$ cat src/rtl/spi_eng_pkg.sv
package spi_eng_pkg;

  localparam logic [2:0] RA_CLK  = 3'd0;
  localparam logic [2:0] RA_MODE = 3'd1;
  localparam logic [2:0] RA_CMD  = 3'd2;
  localparam logic [2:0] RA_STAT = 3'd3;

  typedef enum logic [1:0] {
    CK_NONE  = 2'd0,
    CK_READ  = 2'd1,
    CK_WRITE = 2'd2,
    CK_END   = 2'd3
  } cmd_kind_e;

  typedef struct packed {
    logic cpol;
    logic cspol;
    logic cpha;
  } lane_cfg_t;

  function automatic cmd_kind_e decode_kind(input logic [2:0] t);
    case (t)
      3'b001, 3'b101, 3'b111: decode_kind = CK_READ;
      3'b010, 3'b110:         decode_kind = CK_WRITE;
      3'b100:                 decode_kind = CK_END;
      default:                decode_kind = CK_NONE;
    endcase
  endfunction

  function automatic lane_cfg_t unpack_cfg(input logic [7:0] b);
    unpack_cfg.cpol  = b[0];
    unpack_cfg.cspol = b[1];
    unpack_cfg.cpha  = b[2];
  endfunction

endpackage

$ cat src/rtl/spi_eng_clkdiv.sv
module spi_eng_clkdiv #(
  parameter int DIVW = 16
) (
  input  logic            clk,
  input  logic            rst_n,
  input  logic            run,
  input  logic            en,
  input  logic [DIVW-1:0] div,
  output logic            tick
);
  logic [DIVW-1:0] cnt;

  assign tick = run && en && (cnt >= div);

  always_ff @(posedge clk) begin
    if (!rst_n || !run) cnt <= '0;
    else if (en)        cnt <= (cnt >= div) ? '0 : cnt + 1'b1;
  end
endmodule

$ cat src/rtl/spi_eng_shreg.sv
module spi_eng_shreg #(
  parameter int MAXW = 128,
  parameter int LENW = $clog2(MAXW),
  parameter int NW   = MAXW / 32,
  parameter int IDXW = (NW > 1) ? $clog2(NW) : 1
) (
  input  logic            clk,
  input  logic            rst_n,
  input  logic            wr_en,
  input  logic [IDXW-1:0] wr_idx,
  input  logic [31:0]     wr_data,
  input  logic            sh_en,
  input  logic            sh_in,
  input  logic [LENW-1:0] len_m1,
  output logic [MAXW-1:0] vec,
  output logic            msb
);
  logic [MAXW-1:0] shifted;
  assign shifted = {vec[MAXW-2:0], sh_in};
  assign msb     = vec[len_m1];

  for (genvar g = 0; g < NW; g++) begin : g_word
    logic [31:0] w;
    always_ff @(posedge clk) begin
      if (!rst_n)                                   w <= '0;
      else if (sh_en)                               w <= shifted[g*32 +: 32];
      else if (wr_en && wr_idx == IDXW'(g))         w <= wr_data;
    end
    assign vec[g*32 +: 32] = w;
  end
endmodule

$ cat src/rtl/spi_cmd_engine.sv
module spi_cmd_engine
  import spi_eng_pkg::*;
#(
  parameter int NCS   = 4,
  parameter int MAXW  = 128,
  parameter int DIVW  = 16,
  parameter int FLENW = 12
) (
  input  logic           clk,
  input  logic           rst_n,
  input  logic           reg_we,
  input  logic [2:0]     reg_addr,
  input  logic [31:0]    reg_wdata,
  output logic [31:0]    reg_rdata,
  output logic           sclk_o,
  output logic [NCS-1:0] cs_o,
  output logic           sdo_o,
  output logic           sdo_oe,
  input  logic           sdo_i,
  input  logic           sdi_i
);
  localparam int CSW  = (NCS > 1) ? $clog2(NCS) : 1;
  localparam int LENW = $clog2(MAXW);
  localparam int NW   = MAXW / 32;
  localparam int IDXW = (NW > 1) ? $clog2(NW) : 1;
  localparam int HCW  = LENW + 1;
  localparam int DCW  = 8 * NCS;

  // programmed state
  logic            clk_en;
  logic [DIVW-1:0] div;
  logic [DCW-1:0]  devctl;

  // transfer state
  logic             busy, wc, frame_act;
  logic [FLENW-1:0] frame_left;
  logic [CSW-1:0]   cs_sel;
  logic [LENW-1:0]  cur_len_m1;
  logic             cur_read, cur_3pin;
  logic             sclk_q, sbit, mosi_q;
  logic [HCW-1:0]   half_cnt;

  // command decode
  logic [CSW-1:0]   c_cs;
  logic [LENW-1:0]  c_len;
  logic [2:0]       c_t;
  logic [FLENW-1:0] c_flen;
  cmd_kind_e        c_kind;
  logic             wr_cmd, frame_ok, start, end_cmd;

  assign c_cs   = reg_wdata[28 +: CSW];
  assign c_len  = reg_wdata[19 +: LENW];
  assign c_t    = reg_wdata[18:16];
  assign c_flen = reg_wdata[FLENW-1:0];
  assign c_kind = decode_kind(c_t);

  assign wr_cmd   = reg_we && (reg_addr == RA_CMD) && !busy;
  assign frame_ok = frame_act ? (frame_left != '0) : (c_flen != '0);
  assign start    = wr_cmd && (c_kind == CK_READ || c_kind == CK_WRITE) && frame_ok;
  assign end_cmd  = wr_cmd && (c_kind == CK_END);

  // per chip-select mode
  lane_cfg_t cfg_cur;
  logic      cpol_new;
  assign cfg_cur  = unpack_cfg(devctl[{cs_sel, 3'b000} +: 8]);
  assign cpol_new = devctl[{c_cs, 3'b000}];

  // rate generator
  logic tick;
  spi_eng_clkdiv #(.DIVW(DIVW)) u_div (
    .clk (clk), .rst_n (rst_n), .run (busy), .en (clk_en), .div (div), .tick (tick)
  );

  logic leading, last_half, rx_in;
  assign leading   = ~half_cnt[0];
  assign last_half = (half_cnt == {cur_len_m1, 1'b1});
  assign rx_in     = cur_3pin ? sdo_i : sdi_i;

  // data registers double as the shift vector
  logic [MAXW-1:0] vec;
  logic            tx_msb, data_wr;
  assign data_wr = reg_we && reg_addr[2] && !busy;

  spi_eng_shreg #(.MAXW(MAXW)) u_sh (
    .clk     (clk),
    .rst_n   (rst_n),
    .wr_en   (data_wr),
    .wr_idx  (reg_addr[IDXW-1:0]),
    .wr_data (reg_wdata),
    .sh_en   (tick && !leading),
    .sh_in   (cfg_cur.cpha ? rx_in : sbit),
    .len_m1  (cur_len_m1),
    .vec     (vec),
    .msb     (tx_msb)
  );

  always_ff @(posedge clk) begin
    if (!rst_n) begin
      clk_en     <= 1'b0;
      div        <= '0;
      devctl     <= '0;
      busy       <= 1'b0;
      wc         <= 1'b0;
      frame_act  <= 1'b0;
      frame_left <= '0;
      cs_sel     <= '0;
      cur_len_m1 <= '0;
      cur_read   <= 1'b0;
      cur_3pin   <= 1'b0;
      sclk_q     <= 1'b0;
      sbit       <= 1'b0;
      mosi_q     <= 1'b0;
      half_cnt   <= '0;
    end else begin
      if (reg_we && reg_addr == RA_CLK) begin
        clk_en <= reg_wdata[31];
        div    <= reg_wdata[DIVW-1:0];
      end
      if (reg_we && reg_addr == RA_MODE && !busy)
        devctl <= reg_wdata[DCW-1:0];

      if (start) begin
        busy       <= 1'b1;
        wc         <= 1'b0;
        frame_act  <= 1'b1;
        frame_left <= frame_act ? frame_left - 1'b1 : c_flen - 1'b1;
        if (!frame_act) cs_sel <= c_cs;
        cur_len_m1 <= c_len;
        cur_read   <= (c_kind == CK_READ);
        cur_3pin   <= (c_t == 3'b101) || (c_t == 3'b110);
        sclk_q     <= frame_act ? cfg_cur.cpol : cpol_new;
        half_cnt   <= '0;
        mosi_q     <= 1'b0;
      end else if (end_cmd) begin
        frame_act <= 1'b0;
        wc        <= 1'b1;
      end else if (tick) begin
        sclk_q <= ~sclk_q;
        if (leading) begin
          if (cfg_cur.cpha) mosi_q <= tx_msb;
          else              sbit   <= rx_in;
        end
        if (last_half) begin
          busy <= 1'b0;
          wc   <= 1'b1;
        end else begin
          half_cnt <= half_cnt + 1'b1;
        end
      end
    end
  end

  // pins
  assign sclk_o = busy ? sclk_q : cfg_cur.cpol;
  assign sdo_o  = cfg_cur.cpha ? mosi_q : tx_msb;
  assign sdo_oe = !(busy && cur_3pin && cur_read);

  for (genvar g = 0; g < NCS; g++) begin : g_cs
    logic act;
    assign act     = frame_act && (cs_sel == CSW'(g));
    assign cs_o[g] = act ? devctl[8*g+1] : ~devctl[8*g+1];
  end

  // register readback
  always_comb begin
    reg_rdata = '0;
    case (reg_addr)
      RA_CLK: begin
        reg_rdata[31]       = clk_en;
        reg_rdata[DIVW-1:0] = div;
      end
      RA_MODE: reg_rdata[DCW-1:0] = devctl;
      RA_STAT: reg_rdata[1:0]     = {wc, busy};
      RA_CMD:  reg_rdata          = '0;
      default: reg_rdata          = vec[reg_addr[IDXW-1:0]*32 +: 32];
    endcase
  end
endmodule

$ cat config.mk
export PLATFORM = sky130hd
export DESIGN_NAME = spi_cmd_engine
export DESIGN_NICKNAME = d
export VERILOG_FILES = /design/src/rtl/spi_eng_pkg.sv /design/src/rtl/spi_eng_clkdiv.sv /design/src/rtl/spi_eng_shreg.sv /design/src/rtl/spi_cmd_engine.sv
export SDC_FILE = /design/constraint.sdc
export NUM_CORES = 1
export LEC_CHECK = 0
export BUFFER_PORTS_ARGS = -buffer_cell sky130_fd_sc_hd__buf_2
export CAP_MARGIN = 20
export CELL_PAD_IN_SITES_DETAIL_PLACEMENT = 1
export CELL_PAD_IN_SITES_GLOBAL_PLACEMENT = 1
export CORE_UTILIZATION = 48
export DETAILED_ROUTE_END_ITERATION = 10
export GPL_TIMING_DRIVEN = 0
export PLACE_DENSITY_LB_ADDON = 0.08
export SLEW_MARGIN = 40
export SYNTH_ARGS = -nofsm -noshare
export SYNTH_HDL_FRONTEND = slang
export SYNTH_HIERARCHICAL = 1
export SYNTH_SLANG_ARGS = --single-unit
$ cat constraint.sdc
create_clock -name clk -period 4.65 [get_ports clk]
set_input_delay 0.93 -clock clk [delete_from_list [all_inputs] [get_ports clk]]
set_output_delay 0.93 -clock clk [all_outputs]
set_load 0.005 [all_outputs]
=== After elaboration in Yosys (flattened, before gate mapping) ===
Index checks and enable logic that the tools add are counted.

* Bits in registers: 230
* Logic and storage cells: 157

* Reduce and logical (&&, ||, !) cells: 55
* Shift-type cells: 2
* Multiplexer cells: 41
* Equal/unequal tests: 20
* Bitwise operators: 12
* $lt $le $gt $ge: 3
* Add/subtract/negate cells: 4

{| class="wikitable"
|+ Operators with widths
! kind !! count
|-
| $mux 32 || 8
|-
| $shiftx 128x8->32 || 1
|-
| $pmux 14 s3 || 1
|-
| $shiftx 32x6->3 || 1
|-
| $pmux 15 s2 || 1
|-
| $mux 1 || 24
|-
| $reduce_bool 12->1 || 2
|-
| $sub 12x1->12 const B || 2
|-
| $logic_and 1x1->1 || 23
|-
| $reduce_bool 2->1 || 9
|-
| $add 16x1->16 const B || 1
|-
| $ge 16x16->1 || 1
|-
| $mux 16 || 1
|-
| $eq 2x2->1 const B || 6
|-
| $eq 3x3->1 const B || 4
|-
| $mux 12 || 1
|-
| $not 1->1 || 12
|-
| $eq 3x2->1 const B || 3
|-
| $add 8x1->8 const B || 1
|-
| $eq 8x8->1 || 1
|-
| $lt 7x8->1 const B || 1
|-
| $pmux 2 s4 || 1
|-
| $bmux 1 s7 || 1
|-
| $eq 2x1->1 const B || 3
|-
| other kinds (16) || 28
|}

=== Logic depth before layout (Yosys ltp) ===
* Word-level depth: 9
* Mapped depth: 14

=== Hierarchy ===
Netlist, hierarchy kept.

{| class="wikitable"
|+ Modules (own cells, without submodules)
! module !! cells each !! instances !! area each (sq um)
|-
| spi_eng_shreg || 662 || 1 || 6346.1
|-
| spi_cmd_engine || 627 || 1 || 5412.7
|-
| spi_eng_clkdiv || 136 || 1 || 1199.9
|}

=== Least setup slack after synthesis ===
Ideal clock, no wire load.

* Path kind: input port to output port
* Start: input reg_addr[0]
* End: output reg_rdata[10]
* Arrival time: 2.418 ns
* Setup slack: 1.302 ns
* Cell stages on the path: 6
* Cell sequence: buf_2 -> buf_4 -> buf_2 -> buf_1 -> mux2i_1 -> o21ai_0

* Word-level cells in the longest chain between the ends: 3
* Elaborated cells on any way between the ends: 7
* Classes of those cells: eq/ne: 3; shift: 1; mux: 1; reduce/logical: 2

{| class="wikitable"
|+ Ends and longest elaborated chain
! item !! line !! source
|-
| start: declaration || spi_cmd_engine.sv:12 || <nowiki>input logic [2:0] reg_addr,</nowiki>
|-
| parallel branches: the longest is 2 deep, another holds $shiftx 128x8->32 || n/a ||
|-
| $pmux 14 s3 * || spi_cmd_engine.sv:167 || <nowiki>case (reg_addr)</nowiki>
|-
| end: declaration || spi_cmd_engine.sv:14 || <nowiki>output logic [31:0] reg_rdata,</nowiki>
|}

Mark *: on every way between the ends.

=== Worst setup path after layout ===
* Start: register cur_len_m1[2]
* End: output sdo_o

* Word-level cells in the longest chain between the ends: 3

{| class="wikitable"
|+ Ends and longest elaborated chain
! item !! line !! source
|-
| start: declaration || spi_cmd_engine.sv:38 || <nowiki>logic [LENW-1:0] cur_len_m1;</nowiki>
|-
| start signal: assignment || spi_cmd_engine.sv:128 || <nowiki>cur_len_m1 <= c_len;</nowiki>
|-
| $bmux 1 s7 || spi_eng_shreg.sv:20 || <nowiki>assign msb = vec[len_m1];</nowiki>
|-
| $mux 1 (implied by the code) || spi_eng_shreg.sv:20 ||
|-
| via tx_msb || spi_cmd_engine.sv:81 || <nowiki>logic tx_msb, data_wr;</nowiki>
|-
| $mux 1 || spi_cmd_engine.sv:155 || <nowiki>assign sdo_o = cfg_cur.cpha ? mosi_q : tx_msb;</nowiki>
|-
| end: declaration || spi_cmd_engine.sv:17 || <nowiki>output logic sdo_o,</nowiki>
|}

The timed path passes the listed nets, and every way through them passes these cells. The select of a mux whose other input is x is not followed.

==> summary.md <==
| Metric | Value |
|---|---|
| Mean number of vias per cell | `between 6 and 7` |
| Clock transition at the registers of the reported paths | `~0.060 ns` |
| Antenna violations before repair | `1` |
| Vias in the first global route | `roughly 13000` |
| WL/cell | `26.56 microns` |
| Placement Setup Slack | `between 0.3 and 0.4 ns` |
| Utilization after layout | `between 50% and 60%` |
| Class of the tightest hold or removal check | `reg2reg` |
| Maximum net fanout on the critical path | `10` |
| Synth warn | `6` |
| Setup total negative slack | `0 ns` |
| Worst reg-to-reg setup slack | `about 0.3 ns` |
| Via Count | `between 10000 and 15000` |
| Areal power density over the cells | `~320 nW/um^2` |
| Launch instance of the worst min-delay path | `devctl[27]` |
| Nature of the critical path endpoint | `output pin` |
| Layout Cell Area excl Fill | `approximately 15000 sq um` |
| Critical path class | `reg2out` |
| First-pass GRT wire length | `between 70 and 80 mm` |
| Slew @ Worst Pin | `0.8256 ns` |
| Origin of the critical flop-to-flop path | `div[9]` |
| Number of antenna diodes | `0` |
| Deepest level of the CTS H-tree | `1` |
| Worst-case clock skew | `roughly 0.016 ns` |
| Floorplan die width | `166.3 microns` |
| Pin count of the biggest net entering global routing | `13` |
| Worst path setup slack after routing | `between 0.05 and 0.06 ns` |
| Cell count after placement | `about 1800` |
| Violated checks | `design-rule violations` |
| Residual antenna-violating net count after detailed routing | `0` |
| Worst hold path stage count | `2` |
| Total congestion overflow | `0` |
| Setup violation total in the final timing report | `0` |
| Static power due to leakage | `4.807 nW` |
| Post-synthesis sequential element count | `230` |
| Worst VDD drop | `approximately 0.00026 V` |
| Depth of the worst register-to-register path | `14` |
| Clock sink count | `230` |
| Clock latency on the worst-skew pair | `about 0.55 ns` |
| Highest clock rate | `217.4 MHz` |
| Std-Cell Rows | `roughly 60` |
| EDFF count, synth | `0` |
| Worst reg2reg endpoint | `u_sh/g_word[1].w[17]` |
| GP Congestion | `1.009` |
| Number of buffers inserted by port buffering | `between 70 and 80` |
| Post-CTS Setup Repair Bufs | `0` |
| Data required, critical path | `about 3.7 ns` |
| TritonCTS clock tree | `yes` |
| Deepest clock path buffer count | `3` |
| Final Instance Count excl. Fillers | `about 1900` |
| Number of instances in the synthesized netlist | `between 1000 and 1500` |
| Final critical-path share of the clock period | `98.90%` |
| Proportion of synthesized chip area in sequential cells | `a little over a third` |
| CTS Root Cell | `sky130_fd_sc_hd__clkbuf_16` |
| Count of pins over their slew limit | `0` |
| Share of flip-flops with an asynchronous set or reset | `0%` |
| Full die area | `around 28000 sq um` |
| Synth Area per Inst | `9.094 sq um` |
| Proportion of layout cells with a drive suffix above 1 | `15.68%` |
| Half-perimeter wire length after placement | `roughly 37 mm` |
| Hold buffers post-CTS | `0` |
| DRT Wirelength | `between 50 and 60 mm` |
| Area after DPL | `~14000 sq um` |
| Flip-flop cell with the highest count after synthesis | `sky130_fd_sc_hd__dfxtp_1` |
| # IOs | `slightly below 80` |
| Fin crit period | `around 4.6 ns` |
| Number of maximum-capacitance constraint violations | `0` |
| Headroom to the max-slew limit | `between 40% and 50%` |
| Yosys cell types | `77` |
| Syn Std Cell Area | `approximately 13000 sq um` |
| Total global-route track usage | `~36%` |
| Area Overhead vs Synth | `13.38%` |
| Detailed router's first-iteration violation count | `approximately 1200` |
| Initial Utilization | `approximately half` |
| Core ar. | `about 26000 sq um` |
| Startpoint type of the worst setup path | `flip-flop` |
| Hold Path Sink | `devctl[27]` |
| Layout Nets | `approximately 1600` |
| Number of buffers created by CTS | `27` |
| Floorplan die height | `about 170 microns` |
| Residual DRC count | `7` |
| Length of the first detailed-routing pass in iterations | `8` |
| Data arrival time of the critical path | `about 3.7 ns` |
| Hold Vio Cnt, Final | `0` |
| Status | `finished with violations` |
| Syn nets | `about 1500` |
| Overall power after layout | `between 4 and 5 mW` |
| Smallest hold slack | `about 0.46 ns` |
| Unrepaired setup endpoints after global routing | `false` |
-- what timing repair did --
item | CTS | global route
endpoints found under the setup margin | 1 | 2
gates resized for setup | 1 | 4
pin swaps | 0 | 0
-- layer usage --
| metal | wire (microns) | up-vias | GRT usage (%) |
|---|---|---|---|
| li1 | - | 5485 | - |
| met1 | 20450 | 6287 | 45.74 |
| met2 | 24220 | 541 | 61.60 |
| met3 | 3241 | 139 | 5.076 |
| met4 | 2157 | 0 | 14.86 |
| met5 | 0 | - | 0 |
-- critical path: stages (launching register included) --
cell	delay [ns]
sky130_fd_sc_hd__dfxtp_1	0.61
sky130_fd_sc_hd__clkbuf_4	0.37
sky130_fd_sc_hd__buf_2	0.35
sky130_fd_sc_hd__mux4_2	0.36
sky130_fd_sc_hd__mux2i_1	0.36
sky130_fd_sc_hd__mux2i_1	0.13
sky130_fd_sc_hd__a31oi_1	0.19
sky130_fd_sc_hd__nand4_1	0.27
sky130_fd_sc_hd__mux2_2	0.37
sky130_fd_sc_hd__buf_2	0.13
-- registers in the layout, indices dropped and copies added, names as in the netlist --
name / cells
busy: 1
clk_en: 1
cs_sel: 2
cur_3pin: 1
cur_len_m1: 7
cur_read: 1
devctl: 32
div: 16
frame_act: 1
frame_left: 12
half_cnt: 8
mosi_q: 1
sbit: 1
sclk_q: 1
u_div/cnt: 16
u_sh/g_word.w: 128
wc: 1
-- report_power, final --
group	internal, mW	switching, mW
Sequential	2.01	0.0452
Combinational	0.141	0.259
Clock	1.31	0.896
Total	3.45	1.20
-- synth_stat cells (21+ instances only) --
master,number,area (sq um)
sky130_fd_sc_hd__nand2_1,292,1096
sky130_fd_sc_hd__dfxtp_1,230,4604
sky130_fd_sc_hd__a22oi_1,130,975.9
sky130_fd_sc_hd__a21boi_0,128,960.9
sky130_fd_sc_hd__clkbuf_1,85,319.1
sky130_fd_sc_hd__a21oi_1,71,355.3
sky130_fd_sc_hd__mux4_2,61,1374
sky130_fd_sc_hd__mux2i_1,37,370.4
sky130_fd_sc_hd__nor2_1,30,112.6
sky130_fd_sc_hd__inv_1,28,105.1
sky130_fd_sc_hd__o21ai_0,22,110.1
sky130_fd_sc_hd__xnor2_1,22,192.7
sky130_fd_sc_hd__ha_1,21,262.8
-- cell families (layout without fill, tap and decap cells) --
| family | count (synthesis) | count (layout) | synth area share, % |
|---|---|---|---|
| flip-flops | 230 | 230 | 35.53 |
| adder cells (fa/ha/maj) | 22 | 22 | 2.105 |
| XOR/XNOR | 33 | 33 | 2.230 |
| AND/OR/NAND/NOR | 464 | 464 | 17.01 |
| AO/OA/AOI/OAI | 419 | 419 | 22.91 |
| buffers and inverters | 143 | 268 | 4.548 |
| multiplexers | 114 | 114 | 15.66 |
-- cell type report --
class                           instances  area [sq um]
Multi-Input combinational cell       1052          7785
Buffer                                115         493.0
Fill cell                            3070         11590
Tap cell                              335         419.2
Timing Repair Buffer                   77         385.4
Inverter                               28         105.1
Sequential cell                       230          4604
Clock inverter                         12         141.4
Clock buffer                           36         759.5
-- worst max path at each step --
stage / slack, ns / to / from
4_1_cts: 0.09 / sdo_o / cur_len_m1[0]
3_5_place_dp: 0.34 / u_sh/g_word[1].w[27] / div[9]
3_3_place_gp: 0.35 / reg_rdata[2] / reg_addr[0]
5_1_grt: 0.04 / sdo_o / cur_len_m1[0]
2_1_floorplan: 1.30 / reg_rdata[10] / reg_addr[0]
6_report: 0.05 / sdo_o / cur_len_m1[2]
-- cells in the final DEF, fill, tap and decap left out, types with 11 or more instances in the layout --
cell type,netlist,layout
sky130_fd_sc_hd__inv_1,28,28
sky130_fd_sc_hd__ha_1,21,21
sky130_fd_sc_hd__o21ai_0,22,22
sky130_fd_sc_hd__a22oi_1,130,130
sky130_fd_sc_hd__clkbuf_16,0,27
sky130_fd_sc_hd__xnor2_1,22,22
sky130_fd_sc_hd__a22o_1,17,17
sky130_fd_sc_hd__nor4_1,11,11
sky130_fd_sc_hd__nand4_1,17,17
sky130_fd_sc_hd__clkbuf_1,85,88
sky130_fd_sc_hd__mux2i_1,37,37
sky130_fd_sc_hd__nand2_1,292,292
sky130_fd_sc_hd__a21boi_0,128,128
sky130_fd_sc_hd__dfxtp_1,230,230
sky130_fd_sc_hd__buf_2,15,91
sky130_fd_sc_hd__mux4_2,61,61
sky130_fd_sc_hd__xor2_1,11,11
sky130_fd_sc_hd__a21oi_1,71,71
sky130_fd_sc_hd__nor2_1,30,30
sky130_fd_sc_hd__nor3_2,10,11
sky130_fd_sc_hd__nor3_1,14,13
sky130_fd_sc_hd__a31oi_1,12,11
sky130_fd_sc_hd__nand3_1,17,17
Note: power is estimated with default switching activity, not from simulation.
